## config.mk

```make
export PLATFORM = sky130hd
export DESIGN_NAME = cell_pacer
export DESIGN_NICKNAME = d
export VERILOG_FILES = /design/src/rtl/cell_pacer_pkg.sv /design/src/rtl/pace_rate_select.sv /design/src/rtl/pace_frac_accum.sv /design/src/rtl/cell_pacer.sv
export SDC_FILE = /design/constraint.sdc
export NUM_CORES = 1
export LEC_CHECK = 0
export CORE_AREA = 2 2 108 110
export DETAILED_ROUTE_END_ITERATION = 10
export DIE_AREA = 0 0 110 112
export PLACE_DENSITY = 0.67
export SLEW_MARGIN = 20
export SYNTH_ARGS = -nofsm -noshare
export SYNTH_HDL_FRONTEND = slang
export SYNTH_HIERARCHICAL = 1
export SYNTH_SLANG_ARGS = --single-unit
```

## constraint.sdc

```tcl
create_clock -name clk -period 4.7 [get_ports clk]
set_input_delay 1.175 -clock clk [delete_from_list [all_inputs] [get_ports clk]]
set_output_delay 1.175 -clock clk [all_outputs]
set_load 0.02 [all_outputs]
```

## src/rtl/cell_pacer_pkg.sv

```systemverilog
package cell_pacer_pkg;

    localparam int FRAC_W = 8;
    localparam int NUM_RATES = 3;

    typedef enum logic [1:0] {
        MODE_CBR  = 2'd0,
        MODE_VBR  = 2'd1,
        MODE_UBRP = 2'd2,
        MODE_RSVD = 2'd3
    } pace_mode_e;

    typedef enum logic [1:0] {
        SEL_PCR = 2'd0,
        SEL_SCR = 2'd1,
        SEL_MCR = 2'd2
    } rate_sel_e;

    // Remainder plus fraction: bit FRAC_W is the carry into the integer part.
    function automatic logic [FRAC_W:0] frac_step(
        input logic [FRAC_W-1:0] rem,
        input logic [FRAC_W-1:0] frac
    );
        return {1'b0, rem} + {1'b0, frac};
    endfunction

endpackage

```

## src/rtl/pace_rate_select.sv

```systemverilog
module pace_rate_select
    import cell_pacer_pkg::*;
#(
    parameter int DLY_W = 16
) (
    input  logic [1:0]       mode,
    input  logic             vbr_type2,
    input  logic             cell_clp,
    input  logic             gcra_ok,
    input  logic [DLY_W-1:0] svc_delay,
    input  logic [DLY_W-1:0] max_delay,
    output rate_sel_e        sel
);

    logic bucket_sel_pcr;
    assign bucket_sel_pcr = gcra_ok || (vbr_type2 && cell_clp);

    always_comb begin
        unique case (pace_mode_e'(mode))
            MODE_VBR:  sel = bucket_sel_pcr ? SEL_PCR : SEL_SCR;
            MODE_UBRP: sel = (svc_delay > max_delay) ? SEL_MCR : SEL_PCR;
            default:   sel = SEL_PCR;
        endcase
    end

endmodule

```

## src/rtl/pace_frac_accum.sv

```systemverilog
module pace_frac_accum
    import cell_pacer_pkg::*;
#(
    parameter int INT_W = 16
) (
    input  logic              clk,
    input  logic              rst,
    input  logic              step,
    input  logic [INT_W-1:0]  int_part,
    input  logic [FRAC_W-1:0] frac_part,
    output logic [INT_W:0]    offset
);

    logic [FRAC_W-1:0] rem_q;
    logic [FRAC_W:0]   sum;

    assign sum    = frac_step(rem_q, frac_part);
    assign offset = {1'b0, int_part} + {{INT_W{1'b0}}, sum[FRAC_W]};

    always_ff @(posedge clk) begin
        if (rst) begin
            rem_q <= '0;
        end else if (step) begin
            rem_q <= sum[FRAC_W-1:0];
        end
    end

endmodule

```

## src/rtl/cell_pacer.sv

```systemverilog
module cell_pacer
    import cell_pacer_pkg::*;
#(
    parameter int INT_W = 16,
    parameter int DLY_W = 16
) (
    input  logic              clk,
    input  logic              rst,
    input  logic              cell_sent,
    input  logic              cell_clp,
    input  logic [1:0]        mode,
    input  logic              vbr_type2,
    input  logic              gcra_ok,
    input  logic [INT_W-1:0]  pcr_int,
    input  logic [7:0]        pcr_frac,
    input  logic [INT_W-1:0]  scr_int,
    input  logic [7:0]        scr_frac,
    input  logic [INT_W-1:0]  mcr_int,
    input  logic [7:0]        mcr_frac,
    input  logic [DLY_W-1:0]  svc_delay,
    input  logic [DLY_W-1:0]  max_delay,
    output logic              next_valid,
    output logic [INT_W:0]    next_offset,
    output logic [1:0]        rate_used
);

    localparam int OFS_W = INT_W + 1;

    rate_sel_e         sel;
    logic [INT_W-1:0]  int_arr  [NUM_RATES];
    logic [FRAC_W-1:0] frac_arr [NUM_RATES];
    logic [OFS_W-1:0]  ofs_arr  [NUM_RATES];
    logic [OFS_W-1:0]  ofs_mux;

    assign int_arr[SEL_PCR]  = pcr_int;
    assign int_arr[SEL_SCR]  = scr_int;
    assign int_arr[SEL_MCR]  = mcr_int;
    assign frac_arr[SEL_PCR] = pcr_frac;
    assign frac_arr[SEL_SCR] = scr_frac;
    assign frac_arr[SEL_MCR] = mcr_frac;

    pace_rate_select #(.DLY_W(DLY_W)) u_sel (
        .mode      (mode),
        .vbr_type2 (vbr_type2),
        .cell_clp  (cell_clp),
        .gcra_ok   (gcra_ok),
        .svc_delay (svc_delay),
        .max_delay (max_delay),
        .sel       (sel)
    );

    for (genvar g = 0; g < NUM_RATES; g++) begin : g_path
        pace_frac_accum #(.INT_W(INT_W)) u_acc (
            .clk       (clk),
            .rst       (rst),
            .step      (cell_sent && (sel == rate_sel_e'(g))),
            .int_part  (int_arr[g]),
            .frac_part (frac_arr[g]),
            .offset    (ofs_arr[g])
        );
    end

    always_comb begin
        unique case (sel)
            SEL_SCR: ofs_mux = ofs_arr[SEL_SCR];
            SEL_MCR: ofs_mux = ofs_arr[SEL_MCR];
            default: ofs_mux = ofs_arr[SEL_PCR];
        endcase
    end

    always_ff @(posedge clk) begin
        if (rst) begin
            next_valid  <= 1'b0;
            next_offset <= '0;
            rate_used   <= SEL_PCR;
        end else begin
            next_valid <= cell_sent;
            if (cell_sent) begin
                next_offset <= ofs_mux;
                rate_used   <= sel;
            end
        end
    end

endmodule

```

==> metrics list <==
* # resized after CTS: 0
* Vias in the first global route: between 3000 and 4000
* Count of buffers from port buffering: about 130
- Proportion of layout cells with a drive suffix above 1: 0.0863
- In the final routed layout, each cell accounts on average for ~16 µm.
- Derived from the worst setup path, the maximum achievable clock frequency is approximately 240 MHz.
* Core box area: 11200 µm²
- Max-capacitance violation count: 0
- Outcome: completed
* Total congestion overflow: 0
- Simple logic cell fraction of the synthesized area: 0.222
- The number of setup buffers added after CTS is 0.
* Worst-margin pin slew: approximately 1 ns
- The number of max-slew violations in the final report came to 0.
- Data arrival at the endpoint of the critical path: about 4.4 ns
* Clock group share of total power: 0.348
* Clock latency on the worst-skew pair: approximately 0.28 ns
* Portion of netlist area occupied by mux cells: 0.0349
- Cell Count Post-Placement: 750
- Post-synth EDFFs: 0
- The pre-antenna-repair detailed-routing pass consisted of 4 iterations.
- Detailed routing inserted a total of between 4000 and 5000 vias.
- For the final database, setup skew stands at around 0.003 ns.
- In the final layout, the multi-input gates occupy roughly 3100 µm².
* Type of origin of the critical path: input port
* Power per unit of standard cell area: roughly 220 nW/µm²
* Combinational share of power: 0.323
* Final weighted congestion of routability-driven global placement: 0.852
- The tree is rooted in a clkbuf_16.
- In this run the deepest clock path goes through 2 buffers.
- Setup-violating endpoint count in the final report: 0
- Instance count of the mapped netlist: between 400 and 500
* Main combinational cell family by area after synthesis: simple AND/OR/NAND/NOR gates
- Each instance of the synthesized netlist takes up on average about 8.7 µm².
- Antenna diode instance count: 0
- Switching component of the power: between 300 and 400 µW
* Initial standard-cell utilization of the core: 0.379
- Instance area after placement: 5630 µm²
- Setup repair after global routing left no endpoint under its margin.
- Row generation in the floorplan step produced 39 rows.
- At the end of the flow the core is filled with cells to 0.521.
* Register bit count reported by yosys: 44
* Post-synth design cell area: between 4000 and 5000 µm²
* Pin count of the biggest net entering global routing: 48
- Clock tree synthesis inserted a total of 5 buffers.
- Peak supply drop: around 0.17 mV
- The number of antenna violations at the first check in global routing is 0.
- Synth unique cells: 45
* Largest area contributor in the synthesized netlist: dfxtp_1
* Final cycle utilization of the critical path: 0.897
* Worst hold-check path type: reg -> reg
- Horizontal extent of the die: about 110 µm
* Layout Nets: between 700 and 800
- The clock period could shrink to approximately 4.2 ns.
- For this run, design rule violations remaining after detail routing come to 0.
* Die outline area: approximately 12000 µm²
- Post-synthesis to final-layout area growth: 37.3%
- By startpoint and endpoint, the worst setup path is classified as in -> reg.
* Register cell area after layout: 881 µm²
* Internal power: about 910 µW
- Vias per inst: approximately 5.3
- In the synthesized netlist the async set-or-reset flop fraction comes to 0.
- Data on the critical path is required at its endpoint by 4.83 ns.
* Syn. warnings: 6
* Xor/xnor share of the synthesized area: 0.124
- Total detailed-routing wirelength: between 10000 and 15000 µm
* Main synth FF type: dfxtp_1
- CTS built an H-tree with a depth of 2.
* Vertical extent of the die: 112 µm
- Final TNS setup: 0 ns
- The number of hold violations in the final report came to 0.
* Synth Area in Compound Gates: 0.194
* I/O pin total: about 130
- CTS clk-pin slew, worst paths: around 0.060 ns
- DRT antenna net count: 0
* Clock sink count: 44
- Once layout is complete, the cells apart from fillers number about 760.
- Clock tree from TritonCTS: done
- Pre-CTS setup slack: 0.195 ns
- Critical Path End Type: register
* Post-Layout Inst Area: ~5800 µm²
- For this run, the register share of the synthesized area comes to 0.208.
- On the critical path, the stage with the largest delay is an instance of or4_1.
- In this run, the number of DRC markers left after iteration 0 of detailed routing was approximately 220.
- Share of synthesized cell area in full adder, half adder and majority cells: 0.165
- For this run, the total global-route usage over all layers was measured as 0.192.
- Net count after synthesis: between 600 and 700
* HPWL reported at the end of detailed placement: just under 10000 µm
- Headroom to the max-slew limit came out at 0.346.
- Delay of the slowest cell on the worst path: ~0.59 ns
- In this run the static leakage power is around 2.4 nW.
* Cell type group with the largest total delay on the critical path: simple AND/OR/NAND/NOR gates
- # fillers: about 1100
- Post-synth top area share: 0.208
* First-pass GRT wire length: 19000 µm
- List of cells traversed by the critical path: clkdlybuf4s50_1 > inv_1 > ha_1 > nand4_1 > or4_1 > a21oi_1 > o311a_1 > inv_1 > ha_1 > nand2b_1 > o22ai_1 > nor3_2
- By area the synthesized netlist is led by dfxtp_1 21%, ha_1 15%, xnor2_1 8.1%, xor2_1 4.3%, a221oi_2 3.5%.
- Setup slack closes at roughly 0.48 ns.
- Of the total power, registers draw 0.329.
* Worst-path maximum fanout: 16
* Switching part of the total power: 0.278
- Count of buffer and inverter cells on the critical path: 3
- For this design, the CTS-stage hold fixing added 0 buffers.
-- placed cells by master, fill, tap and decap left out, types with 9 or more instances in the layout --
cell,n
a211oi_1,9
a21oi_1,29
a221oi_2,10
clkdlybuf4s50_1,130
dfxtp_1,44
ha_1,51
inv_1,26
nand2_1,31
nand2b_1,14
nand3_1,29
nor2_1,28
nor3_2,13
o21ai_0,13
o22ai_1,22
xnor2_1,39
xor2_1,21
-- final timing paths --
path / start / endpoint / slack, ns / depth (start not counted)
worst max-delay path: max_delay[14] / next_offset[4] / 0.48 / 12
worst min-delay path: g_path[2].u_acc/rem_q[4] / g_path[2].u_acc/rem_q[4] / 0.49 / 2
worst max register to register: g_path[1].u_acc/rem_q[0] / next_offset[12] / 1.67 / 13
worst min register to register: g_path[2].u_acc/rem_q[4] / g_path[2].u_acc/rem_q[4] / 0.49 / 2
-- final cells by class --
cell class                      instances  area share
Multi-Input combinational cell        401       0.538
Timing Repair Buffer                  136       0.231
Sequential cell                        44       0.151
Tap cell                              143      0.0308
Clock buffer                            5      0.0215
Inverter                               26      0.0168
Clock inverter                          2      0.0103
-- tightest hold or removal path, delay by kind of cell (launching register included) --
family	cells	cell delay (ns)
flip-flops	1	0.31
AND/OR/NAND/NOR	1	0.06
AO/OA/AOI/OAI	1	0.06
-- flip-flops by register name (all words and copies together), names as in the netlist --
signal and cells:
g_path.u_acc/rem_q 24, next_offset 17, next_valid 1, rate_used 2
-- synthesized netlist by cell type (4+ instances only) --
cell type  instances
o21bai_1           6
o21ai_0           13
clkbuf_1           5
inv_1             26
a21o_1             4
xnor2_1           39
nand2_1           31
a211oi_1           9
nor3_2            13
a21oi_1           29
nor4_1             6
nor3_1             7
mux2i_1            8
nand3_1           29
xor2_1            21
buf_6              5
nand3_2            6
o22ai_1           22
and3_1             6
a221oi_2          10
mux2_2             6
dfxtp_1           44
and2_1             6
nor2_1            28
a221oi_1           7
buf_2              4
nand2b_1          14
ha_1              51
-- metrics by stage --
step / power [mW] / hold slack (ns)
detailed placement: 0.832 / 0.482
global placement: 0.820 / 0.474
global route: 1.33 / 0.508
finish: 1.27 / 0.487
CTS: 1.28 / 0.490
floorplan: 0.651 / 0.463
-- layer usage --
layer / track usage / share of wire / vias up
li1: - / - / 2049
met1: 0.257 / 0.46 / 1874
met2: 0.321 / 0.48 / 110
met3: 0.0258 / 0.047 / 10
met4: 0.0498 / 0.016 / 0
met5: 0 / 0 / -
-- power groups by stage --
stage / sequential [mW] / combinational [mW] / clock, mW
after CTS: 0.416 / 0.409 / 0.453
after detailed placement: 0.425 / 0.407 / 0
final: 0.416 / 0.409 / 0.441
after floorplan: 0.437 / 0.214 / 0
after global placement: 0.424 / 0.396 / 0
after global routing: 0.419 / 0.448 / 0.466
-- cells by family after synthesis --
kind of cell,count (synthesis)
and+or+nand+nor,160
AOI/OAI and AO/OA,113
adders and majority gates,54
DFF,44
buffers and inverters,44
xor gates and xnor gates,60
muxes,14
Note: power is estimated with default switching activity, not from simulation.
